[src/rtl/hz_pkg.sv]
`timescale 1ns/1ps
package hz_pkg;
   localparam int unsigned NUM_PROD = 3;
   typedef enum logic [1:0] {
      PROD_EXE = 2'd0,
      PROD_MEM = 2'd1,
      PROD_WB  = 2'd2
   } prod_stage_e;

   function automatic logic [NUM_PROD-1:0] live_mask(input bit write_then_read);
      logic [NUM_PROD-1:0] m;
      m = '1;
      if (write_then_read) m[PROD_WB] = 1'b0;
      return m;
   endfunction
endpackage

[src/rtl/hz_dest_sel.sv]
`timescale 1ns/1ps
module hz_dest_sel #(
   parameter int unsigned REG_AW = 5
) (
   input  logic [REG_AW-1:0] rt_i,
   input  logic [REG_AW-1:0] rd_i,
   input  logic              use_rd_i,
   output logic [REG_AW-1:0] dst_o
);
   always_comb dst_o = use_rd_i ? rd_i : rt_i;
endmodule

[src/rtl/hz_src_cmp.sv]
`timescale 1ns/1ps
module hz_src_cmp #(
   parameter int unsigned REG_AW  = 5,
   parameter int unsigned NUM_SRC = 2
) (
   input  logic [NUM_SRC-1:0][REG_AW-1:0] src_i,
   input  logic [REG_AW-1:0]              dst_i,
   input  logic                           wen_i,
   output logic                           hit_o
);
   logic [NUM_SRC-1:0] eq;
   logic               dst_live;

   assign dst_live = wen_i && (dst_i != '0);

   for (genvar i = 0; i < NUM_SRC; i++) begin : g_src
      assign eq[i] = (src_i[i] == dst_i);
   end

   assign hit_o = dst_live && (|eq);
endmodule

[src/rtl/raw_stall_detect.sv]
`timescale 1ns/1ps
module raw_stall_detect
   import hz_pkg::*;
#(
   parameter int unsigned REG_AW          = 5,
   parameter bit          WRITE_THEN_READ = 1'b0
) (
   input  logic [REG_AW-1:0] src_a_i,
   input  logic [REG_AW-1:0] src_b_i,
   input  logic [REG_AW-1:0] ex_rt_i,
   input  logic [REG_AW-1:0] ex_rd_i,
   input  logic              ex_use_rd_i,
   input  logic              ex_wen_i,
   input  logic [REG_AW-1:0] mem_rt_i,
   input  logic [REG_AW-1:0] mem_rd_i,
   input  logic              mem_use_rd_i,
   input  logic              mem_wen_i,
   input  logic [REG_AW-1:0] wb_rt_i,
   input  logic [REG_AW-1:0] wb_rd_i,
   input  logic              wb_use_rd_i,
   input  logic              wb_wen_i,
   output logic              pc_wen_o,
   output logic              ifid_wen_o,
   output logic              ctrl_flush_o
);
   localparam int unsigned       NSRC     = 2;
   localparam logic [NUM_PROD-1:0] PROD_EN = live_mask(WRITE_THEN_READ);

   if (REG_AW < 2 || REG_AW > 8) begin : g_bad_aw
      $error("raw_stall_detect: REG_AW must lie in 2..8");
   end

   logic [NSRC-1:0][REG_AW-1:0]     srcs;
   logic [NUM_PROD-1:0][REG_AW-1:0] p_rt, p_rd, p_dst;
   logic [NUM_PROD-1:0]             p_sel, p_wen, p_hit;
   logic                            stall;

   assign srcs = {src_b_i, src_a_i};

   assign p_rt  = {wb_rt_i, mem_rt_i, ex_rt_i};
   assign p_rd  = {wb_rd_i, mem_rd_i, ex_rd_i};
   assign p_sel = {wb_use_rd_i, mem_use_rd_i, ex_use_rd_i};
   assign p_wen = {wb_wen_i, mem_wen_i, ex_wen_i};

   for (genvar s = 0; s < NUM_PROD; s++) begin : g_prod
      hz_dest_sel #(.REG_AW(REG_AW)) u_sel (
         .rt_i     (p_rt[s]),
         .rd_i     (p_rd[s]),
         .use_rd_i (p_sel[s]),
         .dst_o    (p_dst[s])
      );
      hz_src_cmp #(.REG_AW(REG_AW), .NUM_SRC(NSRC)) u_cmp (
         .src_i (srcs),
         .dst_i (p_dst[s]),
         .wen_i (p_wen[s]),
         .hit_o (p_hit[s])
      );
   end

   assign stall        = |(p_hit & PROD_EN);
   assign ctrl_flush_o = stall;
   assign pc_wen_o     = ~stall;
   assign ifid_wen_o   = ~stall;

   // Port-level checks, computed apart from the submodules.
   always_comb begin : chk
      logic [REG_AW-1:0] de, dm, dw;
      de = ex_use_rd_i  ? ex_rd_i  : ex_rt_i;
      dm = mem_use_rd_i ? mem_rd_i : mem_rt_i;
      dw = wb_use_rd_i  ? wb_rd_i  : wb_rt_i;
      if (ex_wen_i && de != '0 && (de == src_a_i || de == src_b_i))
         p_idex_hit_r1: assert (ctrl_flush_o && !pc_wen_o);
      if (mem_wen_i && dm != '0 && (dm == src_a_i || dm == src_b_i))
         p_exmem_hit_r2: assert (ctrl_flush_o && !ifid_wen_o);
      if (!WRITE_THEN_READ && wb_wen_i && dw != '0 && (dw == src_a_i || dw == src_b_i))
         p_memwb_hit_r3: assert (ctrl_flush_o);
      if (WRITE_THEN_READ && !ex_wen_i && !mem_wen_i)
         p_memwb_free_r3: assert (!ctrl_flush_o);
      if (!ex_wen_i && !mem_wen_i && !wb_wen_i)
         p_no_writer_r4: assert (!ctrl_flush_o && pc_wen_o);
      if (src_a_i == '0 && src_b_i == '0)
         p_zero_src_r6: assert (!ctrl_flush_o);
   end
endmodule

[config.mk]
export PLATFORM = sky130hd
export DESIGN_NAME = raw_stall_detect
export DESIGN_NICKNAME = d
export VERILOG_FILES = /design/src/rtl/hz_pkg.sv /design/src/rtl/hz_dest_sel.sv /design/src/rtl/hz_src_cmp.sv /design/src/rtl/raw_stall_detect.sv
export SDC_FILE = /design/constraint.sdc
export NUM_CORES = 1
export LEC_CHECK = 0
export BUFFER_PORTS_ARGS = -buffer_cell sky130_fd_sc_hd__buf_4
export CAP_MARGIN = 20
export CORE_MARGIN = 4
export CORE_UTILIZATION = 40
export DETAILED_ROUTE_END_ITERATION = 16
export PLACE_DENSITY_LB_ADDON = 0.05
export SETUP_SLACK_MARGIN = 0.02
export SYNTH_ARGS = -nofsm -noshare
export SYNTH_HDL_FRONTEND = slang
export SYNTH_SLANG_ARGS = --single-unit
[constraint.sdc]
create_clock -name vclk -period 2.3
set_input_delay 0.115 -clock vclk [all_inputs]
set_output_delay 0.115 -clock vclk [all_outputs]
set_load 0.02 [all_outputs]
* After elaboration in Yosys (flattened, before gate mapping)
Index checks and enable logic that the tools add are counted.
** Word-level totals
- Memories :: 0
- Word-level logic and storage cells :: 23
- Latch bits :: 0
- ROM bits :: 0
- RAM bits :: 0
- Output and inout bits :: 3
- Flip-flop bits (word level) :: 0
** Cells by class
- Equal/unequal tests :: 6
- Multipliers :: 0
- Multiplexer cells :: 3
- Add/subtract/negate cells :: 0
- Divide/modulo/power cells :: 0
- Order comparisons :: 0
- Bitwise logic cells :: 1
- Shifts and indexed selects :: 0
- Reduce and logical (&&, ||, !) cells :: 13
** Operator list (count)
- equality test 5 bit :: 6
- two-way mux 5 bit :: 3
- nonzero test 5 bit :: 3
- logical AND 1 bit :: 6
- OR reduction 2 bit :: 3
- OR reduction 3 bit :: 1
- inverter 1 bit :: 1

* Logic depth before layout (Yosys ltp)
Gate-level depths: netlist (run 1).
- Depth after elaboration :: 6
- Gate-level depth with buffers :: 8

* Hierarchy
From an unflattened synthesis (run 1), not the netlist that was laid out.
** Second synthesis, totals
- Cell total of the unflattened synthesis :: 69
- Area total of the unflattened synthesis :: 563.0 um2
** Modules (own cells, without submodules)
- hz_src_cmp :: cells each 17, area each 125.1 um2, sequential area each 0.0 um2, times used 3
- hz_dest_sel :: cells each 5, area each 56.3 um2, sequential area each 0.0 um2, times used 3
- raw_stall_detect :: cells each 3, area each 18.8 um2, sequential area each 0.0 um2, times used 1

* Worst setup path after synthesis (run 1)
Ideal clock, no wire load.
- Path kind :: in2out
- From :: input port wb_use_rd_i
- To :: output port pc_wen_o
- Data arrival time :: 1.879 ns
- Path buffers :: 2
- Stages on the path :: 7
- Path slack :: 0.306 ns
- Required time :: 2.185 ns
- Path through :: buf_6 > or4_1 > o311a_1 > nand4_1 > nand4_1 > a31oi_1 > buf_4
** On the way
- Longest elaborated chain between the ends :: 6
- Elaborated cells on any way between the ends :: 9
** RTL lines
- from (decl) :: line raw_stall_detect.sv:20 : input logic wb_use_rd_i,
- two-way mux 5 bit (*)
- equality test 5 bit or nonzero test 5 bit (tied branches)
- OR reduction 2 bit or logical AND 1 bit (tied branches)
- logical AND 1 bit (*) :: line hz_src_cmp.sv:20 : assign hit_o = dst_live && (|eq);
- OR reduction 3 bit (*) :: line raw_stall_detect.sv:60 : assign stall = |(p_hit & PROD_EN);
- inverter 1 bit (*)
- to (decl) :: line raw_stall_detect.sv:22 : output logic pc_wen_o,
Mark *: on every way between the ends. The rest lies on a longest branch, timed or not.

* Final worst setup path (run 1)
- From :: input port wb_use_rd_i
- To :: output port ifid_wen_o
** On the way
- Longest elaborated chain between the ends :: 6
- Elaborated cells on any way between the ends :: 9
** RTL lines
- two-way mux 5 bit (*)
- equality test 5 bit or nonzero test 5 bit (tied branches)
- OR reduction 2 bit or logical AND 1 bit (tied branches)
- logical AND 1 bit (*) :: line hz_src_cmp.sv:20
- OR reduction 3 bit (*) :: line raw_stall_detect.sv:60
- inverter 1 bit (*) :: line raw_stall_detect.sv:63 : assign ifid_wen_o = ~stall;
- to (decl) :: line raw_stall_detect.sv:23 : output logic ifid_wen_o,
Marks and branches as above.

==> results of run 1 <==
[cell type report]
| type | instances | area [um2] |
|---|---|---|
| Fill cell | 145 | 509 |
| Tap cell | 16 | 20.0 |
| Timing Repair Buffer | 49 | 368 |
| Multi-Input combinational cell | 72 | 592 |
[cells in the final DEF, fill, tap and decap left out, drive strengths merged]
master / Yosys / layout
a31oi: 1 / 1
xor2: 13 / 13
or4b: 1 / 1
nand2: 1 / 1
nor3: 5 / 5
nand3: 2 / 2
or4: 3 / 3
nor4: 2 / 2
mux2i: 15 / 15
o311a: 2 / 2
o31ai: 1 / 1
a31o: 1 / 1
nand4: 5 / 5
nand3b: 2 / 2
xnor2: 17 / 17
buf: 4 / 49
o22ai: 1 / 1
[per-stage QoR]
stage / std cells / hold slack [ns] / total power [mW] / setup WS (ns)
after floorplan: 76 / 0.413 / 0.115 / 0.306
after global placement: 137 / 0.547 / 0.203 / 0.512
after detailed placement: 137 / 0.557 / 0.206 / 0.475
after CTS: 137 / 0.556 / 0.207 / 0.478
after global routing: 137 / 0.578 / 0.226 / 0.363
final: 137 / 0.553 / 0.207 / 0.491
[power groups by stage]
stage	clock network [mW]	logic (mW)	registers, mW
global placement	0	0.203	0
CTS	0	0.207	0
floorplan	0	0.115	0
finish	0	0.207	0
detailed placement	0	0.206	0
global route	0	0.226	0
[critical path, cell delays in order]
cell and delay [ns]:
sky130_fd_sc_hd__buf_4 0.15, sky130_fd_sc_hd__or4_1 0.49, sky130_fd_sc_hd__o311a_1 0.32, sky130_fd_sc_hd__nand4_1 0.11, sky130_fd_sc_hd__nand4_1 0.12, sky130_fd_sc_hd__a31oi_1 0.21
sky130_fd_sc_hd__buf_4 0.18
[path summary, 6_finish.rpt]
check	end	slack (ns)
worst max-delay path	ifid_wen_o	0.49
worst min-delay path	pc_wen_o	0.55
[Yosys cell counts (all sizes together)]
cell     n  area [um2]
or4      3        22.5
a31oi    1        6.26
or4b     1        10.0
xnor2   17         149
a31o     1        8.76
xor2    13         114
buf      4        35.0
o22ai    1        6.26
nand2    1        3.75
o31ai    1        7.51
nor3     5        25.0
o311a    2        20.0
nand4    5        31.3
nand3    2        10.0
nor4     2        12.5
nand3b   2        15.0
mux2i   15         150
[cells by family (layout without fill, tap and decap cells)]
kind of cell    Yosys count  after routing  share of synthesized area [%]
compound gates            6              6                           7.79
buf+inv                   4             49                           5.59
mux                      15             15                           24.0
simple gates             21             21                           20.8
xor+xnor                 30             30                           41.9
[routing by layer]
layer  global-route usage [%]  part of all wire, %  wire [um]  vias up
met5                        0                    0          0        -
met4                        0                    0          0        0
met3                    0.376                  7.6        141        0
met2                     30.7                   51        955       27
met1                     23.3                   41        761      334
li1                         -                    -          -      379
==> impl.org, run 1 <==
** Outcome
- The flow ran to the end, and the final reports show no timing, DRC or antenna violations.

** Timing
- Setup violations remaining at the end of the flow were counted as 0.
- Final critical-path share of the clock period :: 78.6%
- Unrepaired setup endpoints after global routing :: no
- Subtracting the final worst setup slack from the clock period gives 1.81 ns.
- The number of pins with negative max-slew slack in the final report came to 0.
- The number of hold-slack violations in the final timing report is 0.
- Transition at the pin with the smallest max-transition slack :: 0.321 ns
- Setup TNS after final layout :: 0 ns
- Worst slew margin relative to its limit :: 78.0%
- Highest clock rate :: 553 MHz

** Flow run
- Max cap viols :: 0

** CTS
- The number of hold buffers added after CTS was 0.
- After clock tree synthesis, the setup repair step added 0 buffers.
- Count of instances resized after the clock tree is built :: 0

** Routing
- Number of remaining DRC errors :: 0
- Drt first pass iters :: 4
- Across all layers, the routed design uses 740 vias.
- Dividing the detail-routed via count by the number of cells gives 5.40.
- For this block, the routed nets add up to 1860 um of wire.
- Average wire length per cell after detail routing :: 13.6 um
- The first routing iteration left 13 violations.
- Once detail routing completed, the nets flagged for antenna violations numbered 0.

** Worst setup path
- The worst setup path is launched from an input port.
- Crit. Startpoint :: wb_use_rd_i
- Type of element capturing the critical path :: output port
- Data arrival time of the critical path :: 1.69 ns
- Of all nets on the critical path, the largest fanout is 7.
- WS Path Type :: in2out
- Required arrival time at the worst endpoint :: 2.18 ns

** Placed design
- Routability-driven placement finished with a final weighted congestion of 0.767.
- After detailed placement, the total cell area comes to 980 um2.
- After legalization and detailed placement, the total HPWL measured 1710 um.
- The count of buffers added on input and output ports is 49.

** Pwr
- Power Dens Cells :: 211 nW/um2
- Share of power burned in registers :: 0%
- Worst IR Drop VDD :: 0.108 mV
- Combinational logic burns 100.0% of the power.
- Summed over all cells, the static leakage comes to 0.448 nW.
- For this design the total switching power over the nets is 0.0912 mW.
- The clock network accounts for 0% of the total power.
- Switching share of power :: 44.2%
- Internal power :: 0.115 mW

** Synth
- Cell area after synthesis :: 627 um2
- In the synthesized netlist, the number of instances is 76.
- Post-synth cell types :: 19
- Net count of the mapped netlist :: 122
- Seq/Total Area, Yosys :: 0%
- Ys Warns :: 0
- Dividing the synthesized area by the synthesized cell count gives 8.25 um2.

** Floorplanning
- Pin placement for this block handled 49 I/O pins.
- The die is 47.6 um tall.
- Core Footprint :: 1490 um2
- The die covers 2260 um2.
- Effective utilization at floorplan :: 42.1%
- Width of the die :: 47.6 um
- Standard-cell rows :: 14

** Cells and area
- Register cell area after layout :: 0 um2
- Sequential cells placed in the final layout were counted as 0.
- The finished cells cover 980 um2.
- Antenna diodes :: 0
- Post-layout utilization of the core :: 65.8%
- Clock buffer count in the final layout :: 0
- After the last flow step, the layout net total stands at 169.
- Of the cells placed in the final design, the portion with a size suffix greater than 1 is 41.3%.
- The area growth from synthesis to layout is 56.3%.

** GRT
- Global routing consumed, over all layers together, 16.8% of the routing resources.
- Maximum number of pins on one net before global-route repair :: 8
- Wire length of the first global-routing pass :: 2900 um
- Antenna violations before repair :: 0
- Summed over all layers, the global routing overflow is 0.
- Via count of the first global-routing pass :: 688

** Worst hold path
- The tightest min-delay check is of the in2out type.
- Worst hold stages :: 3
- Hold path startpoint :: mem_wen_i
Note: power is estimated with default switching activity, not from simulation.
==> run 2: changes to the inputs <==
- ABC_AREA: unset -> 1
- clock period: 2.3 -> 1.8 ns (I/O delays scaled with it)
==> run 2 against run 1 <==
Clock-buffer cell count stayed put. Cell area rose by 26%. Critical path depth grew 4. Wire length grew 56%. Via count is 77% higher.
==> impl.org, run 2 <==
** Outcome
- Run status :: finished, final reports clean

** Placed design
- After legalization and detailed placement, the total HPWL measured 2540 um.
- Port buffering added 49 buffers.
- Worst slack at placement :: 0.458 ns
- Last weighted congestion value of the routability-driven placer :: 0.965

** Synth
- Average cell area after synthesis :: 4.22 um2
- Largest family of logic cells by synthesized area :: simple AND/OR/NAND/NOR gates
- The synthesized netlist devotes 0% of its cell area to adder and majority cells.
- Share of cell area taken by muxes after synthesis :: 0%
- sky130_fd_sc_hd__nand2_1 takes more of the synthesized area than any other cell.
- Library cell with the highest instance count after synthesis :: sky130_fd_sc_hd__nand2_1
- Sorting the synthesized cells by area gives the leading types as sky130_fd_sc_hd__nand2_1 50%, sky130_fd_sc_hd__nand3_1 19%, sky130_fd_sc_hd__inv_1 9.2%, sky130_fd_sc_hd__nor2_1 7.0%, sky130_fd_sc_hd__xor2_1 3.1%.
- Sequential elements use 0% of the synthesized area.
- Xor-xnor portion of the synthesized cell area :: 3.07%
- By count the netlist is led by 115 x sky130_fd_sc_hd__nand2_1, 32 x sky130_fd_sc_hd__nand3_1, 21 x sky130_fd_sc_hd__inv_1, 16 x sky130_fd_sc_hd__nor2_1.
- Net count of the mapped netlist :: 249
- Post-synth cell types :: 15
- Share of Yosys cell area claimed by the top area cell type :: 50.4%
- After synthesis the cells add up to 856 um2.
- The synthesized netlist devotes 4.97% of its cell area to compound gates.
- Ys Warns :: 0
- Cells after Synth :: 203
- Of the total synthesized cell area, the portion taken by AND, OR, NAND and NOR gates is 79.2%.

** Worst setup path
- Cell type group with the largest total delay on the critical path :: simple AND/OR/NAND/NOR gates
- STA classifies the critical path startpoint as an input port.
- Of all nets on the critical path, the largest fanout is 9.
- Data on the critical path arrives at its endpoint at 1.26 ns.
- Cell seen most often among critical-path stages :: sky130_fd_sc_hd__nand2_1
- The critical path starts at ex_use_rd_i.
- Required arrival time at the worst endpoint :: 1.71 ns
- Walking the worst path, the cells encountered are buf_4, inv_2, nand2_1, nand2_1, a21oi_1, nand2_1, o21a_1, nand2_1, nand2_1, nor2_1, buf_4.
- Among all stages on the critical path, the largest delay is contributed by sky130_fd_sc_hd__o21a_1.
- Buf+Inv Stages, Crit Path :: 3
- STA classifies the critical path endpoint as an output port.
- The setup path with the least slack is of type in2out.
- Critical Path Max Stage Delay :: 0.17 ns

** Cells and area
- Register cell area after layout :: 0 um2
- Most frequent cells in the layout :: 115 x sky130_fd_sc_hd__nand2_1, 49 x sky130_fd_sc_hd__buf_4, 32 x sky130_fd_sc_hd__nand3_1
- The number of antenna diodes in the final layout is 0.
- There are 0 flip-flops and latches.
- Number of filler instances in the final layout :: 239
- The post-route netlist has 22.4% of its cells at a drive strength greater than 1.
- Clock buffer count in the final layout :: 0
- Total area of multi-input combinational cells :: 747 um2
- Synth-to-Final Area Change :: 44.7%
- Most common library cell in the layout ignoring fill and taps :: sky130_fd_sc_hd__nand2_1
- The net count of the finished layout is 298.

** Worst hold path
- Hold path startpoint :: mem_wen_i
- Kind of path behind the tightest hold check :: in2out
- Hold path endpoint :: ctrl_flush_o
- Worst hold stages :: 6

** Timing
- Transition at the pin with the smallest max-transition slack :: 0.166 ns
- Final critical-path share of the clock period :: 74.8%
- Worst slew margin relative to its limit :: 88.8%
- Highest clock rate :: 743 MHz
- Final number of setup-violating endpoints :: 0
- Setup slack closes at 0.454 ns.
- Counting I/O delays and the setup requirement, the final critical path takes 1.35 ns.
- Setup TNS after final layout :: 0 ns
- Unrepaired setup endpoints after global routing :: no
- The number of hold-slack violations in the final timing report was 0.
- Max-slew violations :: 0

** Pwr
- Proportion of power drawn by the clock network :: 0%
- Switching Power :: 0.169 mW
- Share of power burned in registers :: 0%
- For this design the static power due to leakage is 0.833 nW.
- Cell internal power was estimated by the tool at 0.143 mW.
- Combinational logic is responsible for 100.0% of the overall power.
- Switching share of power :: 54.2%
- Worst IR Drop VDD :: 0.121 mV
- Power Dens Cells :: 251 nW/um2

** Floorplanning
- Standard-cell rows :: 16
- Area enclosed by the die boundary :: 2940 um2
- The initial utilization of the core area, before any placement, comes to 42.8%.
- Core Footprint :: 2000 um2
- Measured along the y axis, the die boundary spans 54.3 um.
- The die is 54.3 um wide.
- In this run the count of I/O pins placed on the die edge is 49.

** Routing
- Number of nets still failing antenna checks after routing :: 0
- Drt first pass iters :: 4
- Number of vias in the routed layout :: 1309
- Number of remaining DRC errors :: 0
- Wirelength, routed :: 2900 um
- Average wire length per cell after detail routing :: 10.5 um
- Via density per instance :: 4.73
- Starting DRT DRC Count :: 35

** GRT
- In the global route stage, met2 resource usage came out at 33.3%.
- Via count of the first global-routing pass :: 1038
- Across every metal layer, demand over resource in global routing totals 19.6%.
- The global routing stage identified its most utilized layer as met2.
- Met3 routing resource usage after global routing :: 2.18%
- Antenna violations before repair :: 0
- The total overflow left after global routing is 0.
- For this run, global-route usage on met1 was measured as 28.0%.
- Entering global routing, the biggest net connects 10 pins.
- Wire length of the first global-routing pass :: 4370 um

** CTS
- Number of hold buffers added after cts :: 0
- In this run, post-CTS repair resized a total of 0 instances.
- Post-CTS Setup Bufs :: 0

** Flow run
- Max cap viols :: 0
-- run 2: changes by cell type after synthesis, sizes merged, moves of 10 or more --
cell / change
inv: +24
mux2i: -15
nand2: +117
nand3: +30
nor2: +16
xnor2: -17
xor2: -10
-- run 2: cell type report --
type | instances | area share [%]
tap | 27 | 2.73
multi-input combinational | 177 | 60.3
timing repair buffer | 49 | 29.7
inverter | 24 | 7.27
-- run 2: per-stage QoR --
stage | instances | hold WS (ns) | area [um2] | total power [mW] | utilization [%]
floorplan | 203 | 0.443 | 856 | 0.179 | -
global placement | 277 | 0.595 | 1240 | 0.311 | 61.9
detailed placement | 277 | 0.596 | 1240 | 0.311 | 61.9
CTS | 277 | 0.597 | 1240 | 0.312 | 61.9
global route | 277 | 0.635 | 1240 | 0.350 | 61.9
finish | 277 | 0.590 | 1240 | 0.312 | 61.9
-- run 2: worst max path at each step --
| stage | cells after the start | to | slack (ns) |
|---|---|---|---|
| 2_1_floorplan | 11 | pc_wen_o | 0.36 |
| 3_3_place_gp | 11 | pc_wen_o | 0.46 |
| 3_5_place_dp | 13 | pc_wen_o | 0.46 |
| 4_1_cts | 13 | pc_wen_o | 0.45 |
| 5_1_grt | 13 | ifid_wen_o | 0.29 |
| 6_report | 11 | ifid_wen_o | 0.45 |
-- run 2: routing by layer --
metal / wire [um] / part of all wire, %
met5: 0 / 0
met4: 0 / 0
met3: 252 / 8.7
met2: 1340 / 46
met1: 1300 / 45
-- run 2: cell families (layout without fill, tap and decap cells) --
logic type | after synthesis | count (layout)
buf+inv | 26 | 73
simple gates | 167 | 167
compound gates | 7 | 7
xor+xnor | 3 | 3
-- run 2: power by group through the flow --
stage | clock (mW) | sequential, mW | combinational (mW)
after detailed placement | 0 | 0 | 0.311
after CTS | 0 | 0 | 0.312
after floorplan | 0 | 0 | 0.179
final | 0 | 0 | 0.312
after global placement | 0 | 0 | 0.311
after global routing | 0 | 0 | 0.350
==> run 3: changes to the inputs <==
- clock period: 1.8 -> 1.2 ns (I/O delays scaled with it)
==> run 3 against run 2 <==
Sequential share of layout area stayed put. First-iteration DRC count grew 37%. Clock-buffer cell count stayed put. Cell area up 30%. Setup slack got worse by 0.44 ns. Flip-flop and latch count unchanged. Core utilization increased by 18 points. Combinational power is 100% higher. Total power grew 100%. Non-clock buffer count increased by 4. Final cell count increased by 1.4%. Worst hold slack got worse by 0.050 ns. Critical endpoint unchanged. Largest cell class unchanged.
==> impl.org, run 3 (same netlist as run 2, synthesis figures left out) <==
** Outcome
- Run status :: finished, final reports clean

** Pwr
- In this run the static leakage power is 0.959 nW.
- IR analysis of the VDD net gives a maximum drop of 0.293 mV.
- Total power after layout :: 0.633 mW
- In this run the power density over the cells is 394 nW/um2.

** Timing
- Shortest clock period the worst path allows after layout :: 1.19 ns
- The number of pins with negative max-slew slack in the final report was 0.
- Unrepaired setup endpoints after global routing :: yes
- Hold Worst Slack :: 0.539 ns
- Setup violations remaining at the end of the flow were counted as 0.
- Final critical-path share of the clock period :: 99.2%
- Timing would allow up to 840 MHz.
- Transition at the pin with the smallest max-transition slack :: 0.191 ns
- Worst path setup slack after routing :: 0.00959 ns
- The worst pin sits at a relative slew slack of 87.1%.
- Fin. Hold Viols :: 0
- Adding up every negative setup slack in the final design gives 0 ns.

** Routing
- For this run, the detailed router's first-pass iteration total came to 4.
- Starting DRT DRC Count :: 48
- After detailed routing, the total wire length is 3510 um.
- Number of remaining DRC errors :: 0
- Via density per instance :: 5.23
- The detailed router placed 1469 vias in this run.
- In this run the remaining antenna-violating nets after routing total 0.
- Dividing the detail-routed wire length by the instance count gives 12.5 um.

** GRT
- Global route total overflow :: 0
- Maximum number of pins on one net before global-route repair :: 10
- The initial antenna violation count came to 0.
- Met3 routing resource usage after global routing :: 0.817%
- Global routing used 28.3% of the available met1 tracks.
- Wire length of the first global-routing pass :: 4810 um
- Grt peak-use layer :: met2
- The via count of the first global-routing pass was 1172.
- In the global route stage, met2 resource usage came out at 40.2%.
- Overall track demand over capacity in global routing :: 21.8%

** Worst setup path
- The largest single stage delay on the critical path is 0.12 ns.
- Following the worst setup path forward leads to its endpoint at ifid_wen_o.
- At the worst endpoint, the arrival time is 1.13 ns.
- Top fanout value on the critical path :: 7
- The critical path in this run is classified as in2out.
- Crit. Startpoint :: wb_use_rd_i
- Cell seen most often among critical-path stages :: sky130_fd_sc_hd__nand2_2
- The worst setup path is launched from an input port.
- The worst setup path is captured at an output port.
- On the critical path the largest part of the delay comes from simple AND/OR/NAND/NOR gates.
- Buf+Inv Stages, Crit Path :: 3
- Critical path depth in cells :: 13
- Walking the worst path, the cells encountered are buf_12, clkinv_8, nand2_2, nand2_2, nand2_1, nand2_1, nor2_1, nand3_1, nand2_1, nand2_2, nand2_2, nor2_4, buf_6.
- Required arrival time at the worst endpoint :: 1.14 ns
- Standard cell with the maximum stage delay on the critical path :: sky130_fd_sc_hd__buf_6

** Cells and area
- The repair_antennas step left the layout with diodes totalling 0.
- Sequential cells placed in the final layout were counted as 0.
- Number of filler instances in the final layout :: 174
- Cell Count, Final, Fillers Out :: 281
- Register cell area after layout :: 0 um2
- Leaving out fill and tap cells, the most frequent cells in the layout are 72 x sky130_fd_sc_hd__nand2_1, 46 x sky130_fd_sc_hd__buf_4, 31 x sky130_fd_sc_hd__nand2_2.
- The post-route netlist has 43.7% of its cells at a drive strength greater than 1.
- After layout, the clock buffer instance count stands at 0.
- Post-layout nets :: 302
- The library cell used most frequently in the layout, excluding fill and tap cells, is sky130_fd_sc_hd__nand2_1.
- Final design area excluding fillers :: 1610 um2
- Synth-to-Final Area Change :: 87.7%
- Post-layout utilization of the core :: 80.3%

** Floorplanning
- Width of the die :: 54.3 um
- The floorplan step defined a core boundary enclosing 2000 um2.
- The floorplan step defined a die boundary enclosing 2940 um2.
- The initial utilization of the core area, before any placement, comes to 42.8%.
- Boundary pin count :: 49
- Die height :: 54.3 um
- In this run the core area contains 16 standard-cell rows.

** Placed design
- Last weighted congestion value of the routability-driven placer :: 0.861
- OpenSTA, run right after detailed placement, puts the worst setup slack at -0.0939 ns.
- Total instance count after detailed placement :: 280
- Port bufs :: 49
- Instance area at placement :: 1280 um2
- The HPWL after detailed placement is 2570 um.

** Worst hold path
- In this run the worst hold path is classified as in2out.

** Flow run
- Max cap viols :: 0

** CTS
- The number of hold buffers added after CTS was 0.
==> run 3: tightest hold or removal path: stages <==
cell and delay [ns]:
sky130_fd_sc_hd__buf_4 0.08, sky130_fd_sc_hd__nand2_1 0.07, sky130_fd_sc_hd__inv_1 0.07, sky130_fd_sc_hd__nand2_2 0.05, sky130_fd_sc_hd__nand3_2 0.05, sky130_fd_sc_hd__buf_6 0.11
==> run 3: cell type report <==
class / count / area [um2] / area share, %
inverters: 24 / 128 / 7.94
repair buffers: 53 / 464 / 28.9
multi-input cells: 177 / 981 / 61.1
well taps: 27 / 33.8 / 2.10
==> run 3: worst min path at each step <==
stage / start / cells past startpoint / slack [ns] / endpoint
floorplan: mem_wen_i / 3 / 0.39 / ifid_wen_o
global placement: mem_wen_i / 6 / 0.54 / ctrl_flush_o
detailed placement: mem_wen_i / 6 / 0.54 / ctrl_flush_o
CTS: mem_wen_i / 6 / 0.56 / ctrl_flush_o
global route: mem_wen_i / 6 / 0.58 / ctrl_flush_o
finish: mem_wen_i / 6 / 0.54 / ctrl_flush_o
==> run 3: layer usage <==
layer	wire, um	vias to the layer above
li1	-	735
met1	1380	645
met2	1760	78
met3	302	11
met4	70	0
met5	0	-
==> run 3: report_power, final <==
group | switching, mW | internal (mW) | leakage (nW) | total, mW
clock | 0 | 0 | 0 | 0
combinational | 0.340 | 0.294 | 0.959 | 0.633
sequential | 0 | 0 | 0 | 0
==> run 3: repair_timing <==
action | 4_1_cts | 5_1_grt
pin swaps | 5 | 27
gates resized for setup | 25 | 64
endpoints found under the hold margin | 0 | 0
cloned | 0 | 1
setup endpoints to repair | 3 | 3
setup buffers | 0 | 0
